## src/rtl/bemask_pkg.sv

```systemverilog
package bemask_pkg;
    typedef enum logic [1:0] {
        SZ_BYTE  = 2'd0,
        SZ_HALF  = 2'd1,
        SZ_WORD  = 2'd2,
        SZ_DWORD = 2'd3
    } xfer_size_t;

    typedef enum logic {
        ST_IDLE = 1'b0,
        ST_HOLD = 1'b1
    } bemask_state_t;
endpackage

```

## src/rtl/bemask_unmunge.sv

```systemverilog
module bemask_unmunge #(
    parameter int LANES = 8,
    localparam int AW = $clog2(LANES)
) (
    input  logic [AW-1:0] cpu_addr,
    input  logic [1:0]    size_code,
    input  logic          le_mode,
    output logic [AW-1:0] tgt_addr,
    output logic          misalign
);
    logic [AW-1:0] low_mask;
    logic [AW-1:0] flip;

    always_comb begin
        low_mask = AW'((1 << size_code) - 1);
        flip     = le_mode ? AW'(~low_mask) : '0;
        tgt_addr = cpu_addr ^ flip;
        misalign = le_mode && ((cpu_addr & low_mask) != '0);
    end
endmodule

```

## src/rtl/bemask_lanes.sv

```systemverilog
module bemask_lanes #(
    parameter int LANES = 8,
    localparam int AW   = $clog2(LANES),
    localparam int HALF = LANES / 2
) (
    input  logic [AW-1:0]   tgt_addr,
    input  logic [1:0]      size_code,
    output logic [LANES-1:0] lane_en,
    output logic [HALF-1:0]  pci_en,
    output logic             crosses_half,
    output logic             overrun
);
    logic [AW:0] first_b;
    logic [AW:0] end_b;
    logic [AW:0] last_b;

    always_comb begin
        first_b      = {1'b0, tgt_addr};
        end_b        = first_b + (AW+1)'(1 << size_code);
        last_b       = end_b - 1'b1;
        overrun      = end_b > (AW+1)'(LANES);
        crosses_half = !overrun && (first_b[AW-1] != last_b[AW-1]);
    end

    for (genvar i = 0; i < LANES; i++) begin : g_lane
        assign lane_en[i] = ((AW+1)'(i) >= first_b) && ((AW+1)'(i) < end_b);
    end

    for (genvar j = 0; j < HALF; j++) begin : g_pci
        assign pci_en[j] = tgt_addr[AW-1] ? lane_en[HALF + j] : lane_en[j];
    end
endmodule

```

## src/rtl/bemask_gen.sv

```systemverilog
module bemask_gen
    import bemask_pkg::*;
#(
    parameter int LANES = 8,
    localparam int AW   = $clog2(LANES),
    localparam int HALF = LANES / 2
) (
    input  logic            clk,
    input  logic            rst_n,
    input  logic            start,
    input  logic [AW-1:0]   cpu_addr,
    input  logic [1:0]      xfer_size,
    input  logic            io_cycle,
    input  logic            le_mode,
    output logic            valid,
    output logic [LANES-1:0] cas_n,
    output logic [HALF-1:0]  cbe_n,
    output logic            ad2,
    output logic [1:0]      ad_low,
    output logic            span_err,
    output logic            le_fault,
    output logic            wrap_err
);
    bemask_state_t state_q, state_d;

    logic [AW-1:0]    tgt;
    logic             misalign;
    logic [LANES-1:0] lane_en;
    logic [HALF-1:0]  pci_en;
    logic             crosses_half;
    logic             overrun;
    logic             drop;

    bemask_unmunge #(.LANES(LANES)) u_unmunge (
        .cpu_addr (cpu_addr),
        .size_code(xfer_size),
        .le_mode  (le_mode),
        .tgt_addr (tgt),
        .misalign (misalign)
    );

    bemask_lanes #(.LANES(LANES)) u_lanes (
        .tgt_addr    (tgt),
        .size_code   (xfer_size),
        .lane_en     (lane_en),
        .pci_en      (pci_en),
        .crosses_half(crosses_half),
        .overrun     (overrun)
    );

    assign drop = misalign || overrun;

    always_comb begin
        state_d = state_q;
        unique case (state_q)
            ST_IDLE: if (start) state_d = ST_HOLD;
            ST_HOLD: state_d = ST_HOLD;
        endcase
    end

    always_ff @(posedge clk or negedge rst_n) begin
        if (!rst_n) state_q <= ST_IDLE;
        else        state_q <= state_d;
    end

    always_ff @(posedge clk or negedge rst_n) begin
        if (!rst_n) begin
            cas_n    <= '1;
            cbe_n    <= '1;
            ad2      <= 1'b0;
            ad_low   <= 2'b00;
            span_err <= 1'b0;
            le_fault <= 1'b0;
            wrap_err <= 1'b0;
        end else if (start) begin
            le_fault <= misalign;
            wrap_err <= !misalign && overrun;
            if (drop) begin
                cas_n    <= '1;
                cbe_n    <= '1;
                ad2      <= 1'b0;
                ad_low   <= 2'b00;
                span_err <= 1'b0;
            end else begin
                cas_n    <= ~lane_en;
                cbe_n    <= crosses_half ? '1 : ~pci_en;
                ad2      <= tgt[AW-1];
                ad_low   <= io_cycle ? tgt[1:0] : 2'b00;
                span_err <= crosses_half;
            end
        end
    end

    assign valid = (state_q == ST_HOLD);
endmodule

```

## config.mk

```make
export PLATFORM = sky130hd
export DESIGN_NAME = bemask_gen
export DESIGN_NICKNAME = d
export VERILOG_FILES = /design/src/rtl/bemask_pkg.sv /design/src/rtl/bemask_unmunge.sv /design/src/rtl/bemask_lanes.sv /design/src/rtl/bemask_gen.sv
export SDC_FILE = /design/constraint.sdc
export NUM_CORES = 1
export LEC_CHECK = 0
export CORE_UTILIZATION = 48
export CTS_BUF_LIST = sky130_fd_sc_hd__clkbuf_16
export DETAILED_ROUTE_END_ITERATION = 8
export HOLD_SLACK_MARGIN = 0.05
export MAX_ROUTING_LAYER = met4
export PLACE_DENSITY_LB_ADDON = 0.25
export SYNTH_ARGS = -nofsm -noshare
export SYNTH_HDL_FRONTEND = slang
export SYNTH_HIERARCHICAL = 1
export SYNTH_SLANG_ARGS = --single-unit
```

## constraint.sdc

```tcl
create_clock -name clk -period 0.8 [get_ports clk]
set_input_delay 0.2 -clock clk [delete_from_list [all_inputs] [get_ports clk]]
set_output_delay 0.2 -clock clk [all_outputs]
set_load 0.05 [all_outputs]
```

==> flow_metrics.py <==
metrics = {
    "status": {
        "outcome": "finished with violations",
        "failed_checks": "setup timing",
    },
    "finish": {
        "fin_area_sq_um": 2540,
        "final_nets": 223,
        "antennaDiodeCount": 0,
        "area_delta_synth_final_pct": 82.4,
        "drive_above_1_share_pct": 62.5,
    },
    "detailed_routing": {
        "routedWlPerCell_um": 27.6,
        "drtIter0Drc": 153,
        "drc": 0,
        "vias_per_cell": 6.84,
        "drt-total-wl_um": 6590,
        "dr.pass1.iters": 5,
        "ant_nets": 0,
        "vias": 1635,
    },
    "place": {
        "postPlaceCellArea_sq_um": 2110,
        "hpwlAfterDp_um": 2580,
        "place.gp.congestion": 0.912,
        "io_buffers": 28,
    },
    "critical_path": {
        "worst-path-max-fanout": 4,
        "r2r_slack_ns": -0.25,
        "end_kind": "register",
        "critPathRequiredTime_ns": 0.95,
        "worstPathArrival_ns": 2.80,
        "cp-start-kind": "input port",
        "critPathKind": "input port to register",
    },
    "grt": {
        "antenna_found_initial": 0,
        "grt_pass1_wl_um": 8180,
        "grt_overflow_total": 0,
        "grtUsageTotal_pct": 37.1,
        "grt_max_degree": 28,
        "grt_pass1_vias": 1642,
    },
    "floorplan": {
        "start_util_pct": 50.5,
        "io_pins": 29,
        "die-area_sq_um": 3120,
        "core-area_sq_um": 2760,
        "die_h_um": 55.9,
        "rows": 19,
        "die_w_um": 55.9,
    },
    "power_and_ir_drop": {
        "clock_power_share_pct": 18.4,
        "vdd_drop_max_uv": 2080,
        "seq_power_share_pct": 23.6,
        "p_sw_share_pct": 41.5,
        "combPwrFrac_pct": 58.0,
        "p_leak_uw": 0.00108,
        "power_switching_uw": 2440,
        "total_power_uw": 5870,
        "internal-power_uw": 3430,
        "p_per_area_nw_per_um2": 2310,
    },
    "timing": {
        "slew_violations": 0,
        "hold_ws_ns": 0.304,
        "max_freq_mhz": 377,
        "fin_setup_tns_ns": -33.21,
        "rsz0062_at_grt": "yes",
        "tightest_slew_ns": 0.492,
        "hold_viol": 0,
        "slew_headroom_pct": 67.0,
        "period_share_pct": 331,
        "finalClockSkew_ns": 0,
        "fin_crit_ns": 2.65,
        "setup_violations": 37,
        "worst_slack_ns": -1.85,
    },
    "yosys": {
        "avgSynthCellArea_sq_um": 9.60,
        "yosysSeqAreaShare_pct": 35.2,
        "ys.flop_type": "dfstp_2",
        "synth.largest_area_cell": "dfstp_2",
        "synth-edff-count": 0,
        "syn_area_sq_um": 1390,
        "synthTopCellsByCount": "19 x nor2_1, 13 x a31oi_1, 12 x dfstp_2, 10 x o21ai_0, 7 x dfrtp_1",
        "synth_top_cell_area_share_pct": 22.6,
        "synthesis.nets": 159,
        "yosys_warnings": 6,
        "ys_ff_latch": 19,
        "syn_inst": 145,
        "yosysUniqueCellTypes": 53,
        "yosys-top-cells-area": "dfstp_2 23%, dfrtp_1 13%, a31oi_1 5.8%, nor2_1 5.1%, o21ai_0 3.6%",
        "async_flop_share_pct": 100,
        "yosysMostFrequentCell": "nor2_1",
    },
    "cts": {
        "cts_made_buffers": 3,
        "cts_max_level": 1,
        "clockRootBuffer": "clkbuf_16",
        "cts_tree": "built",
        "clock_latency_ns": 0.26,
        "clkTransAtPathRegs_ns": 0.06,
        "cts_buffer_depth": 2,
        "cts.sinks": 19,
    },
    "min_path": {
        "hold_path.class": "input port to async pin",
    },
    "flow_run": {
        "max_cap_violations": 0,
    },
}
[metrics by stage]
stage	util, %	worst slack, ns	std cells
5_1_grt	92.1	-1.81	239
2_1_floorplan	-	-1.73	145
6_report	92.1	-1.85	239
3_5_place_dp	76.6	-2.30	223
3_3_place_gp	76.6	-2.19	223
4_1_cts	86.2	-1.46	237
[sequential cells by signal, summed over array words and instances (netlist names)]
register,cells
span_err,1
wrap_err,1
ad_low,2
valid,1
cas_n,8
le_fault,1
ad2,1
cbe_n,4
[cells in the final DEF (no fill, tap or decap), types with 2 or more instances in the layout]
master | netlist | layout
a21oi_1 | 3 | 2
a31oi_1 | 13 | 4
a31oi_2 | 0 | 4
a31oi_4 | 0 | 5
a41o_1 | 2 | 2
buf_12 | 0 | 21
buf_2 | 3 | 2
buf_4 | 1 | 28
buf_6 | 3 | 9
buf_8 | 1 | 4
clkbuf_16 | 0 | 3
clkdlybuf4s50_1 | 0 | 2
dfrtp_1 | 7 | 4
dfrtp_2 | 0 | 3
dfstp_2 | 12 | 12
dlygate4sd2_1 | 0 | 2
ha_4 | 0 | 2
inv_1 | 6 | 5
nand2_1 | 6 | 6
nand2b_1 | 3 | 2
nor2_1 | 19 | 18
nor2_4 | 1 | 3
nor2b_1 | 6 | 6
nor3_1 | 3 | 2
nor3_4 | 0 | 2
o211ai_1 | 2 | 2
o21ai_0 | 10 | 5
o21ai_1 | 2 | 4
o21ai_2 | 3 | 5
o31ai_2 | 2 | 2
xor2_2 | 0 | 2
[power groups by stage]
stage          sequential [uW]  clock [uW]  combinational, uW
4_1_cts                   1350        1080               2840
3_3_place_gp              1360           0               2480
5_1_grt                   1390        1120               3470
3_5_place_dp              1370           0               2530
2_1_floorplan             1820           0                981
6_report                  1380        1080               3410
[metal layers]
metal / wire length [um] / track usage (%)
met1: 2390 / 38.5
met2: 3130 / 59.7
met3: 556 / 8.37
met4: 511 / 31.4
met5: 0 / -
[final timing paths]
check,start,endpoint,cells past startpoint
worst min-delay path,rst_n,valid,2
worst min register to register,valid,valid,1
worst max-delay path,le_mode,cbe_n[2],11
min in group clk,start,le_fault,2
max in group asynchronous,rst_n,cbe_n[3],2
worst max register to register,cbe_n[1],cbe_n[1],3
[worst max-delay path, cell delays in order]
cell      delay [ns]
buf_2           0.10
nor3b_4         0.22
xor2_2          0.19
ha_2            0.23
inv_2           0.04
fa_2            0.45
buf_4           0.17
nor2b_1         0.37
a21boi_0        0.24
o22ai_1         0.39
a31oi_2         0.19
[cell type report]
type	count	area, sq um
Clock buffer	3	75.1
Clock inverter	1	5.00
Fill cell	92	218
Inverter	6	22.5
Multi-Input combinational cell	110	1060
Sequential cell	19	494
Tap cell	31	38.8
Timing Repair Buffer	69	845
[cell families (layout without fill, tap and decap cells)]
group | after synthesis | count (layout) | synth area share, %
AO/OA/AOI/OAI | 52 | 52 | 29.7
buffers and inverters | 16 | 79 | 7.28
adder cells (fa/ha/maj) | 4 | 4 | 4.13
multiplexers | 2 | 2 | 1.53
flip-flops | 19 | 19 | 35.2
AND/OR/NAND/NOR | 47 | 47 | 17.5
XOR/XNOR | 5 | 5 | 4.67
[what timing repair did]
| action | in CTS | in global routing |
|---|---|---|
| hold buffers | 0 | 0 |
| pin swaps | 20 | 22 |
| buffers inserted | 10 | 2 |
| gates resized for setup | 39 | 35 |
| cloned | 0 | 0 |
| setup endpoints to repair | 38 | 37 |
(Power assumes the default switching activity.)
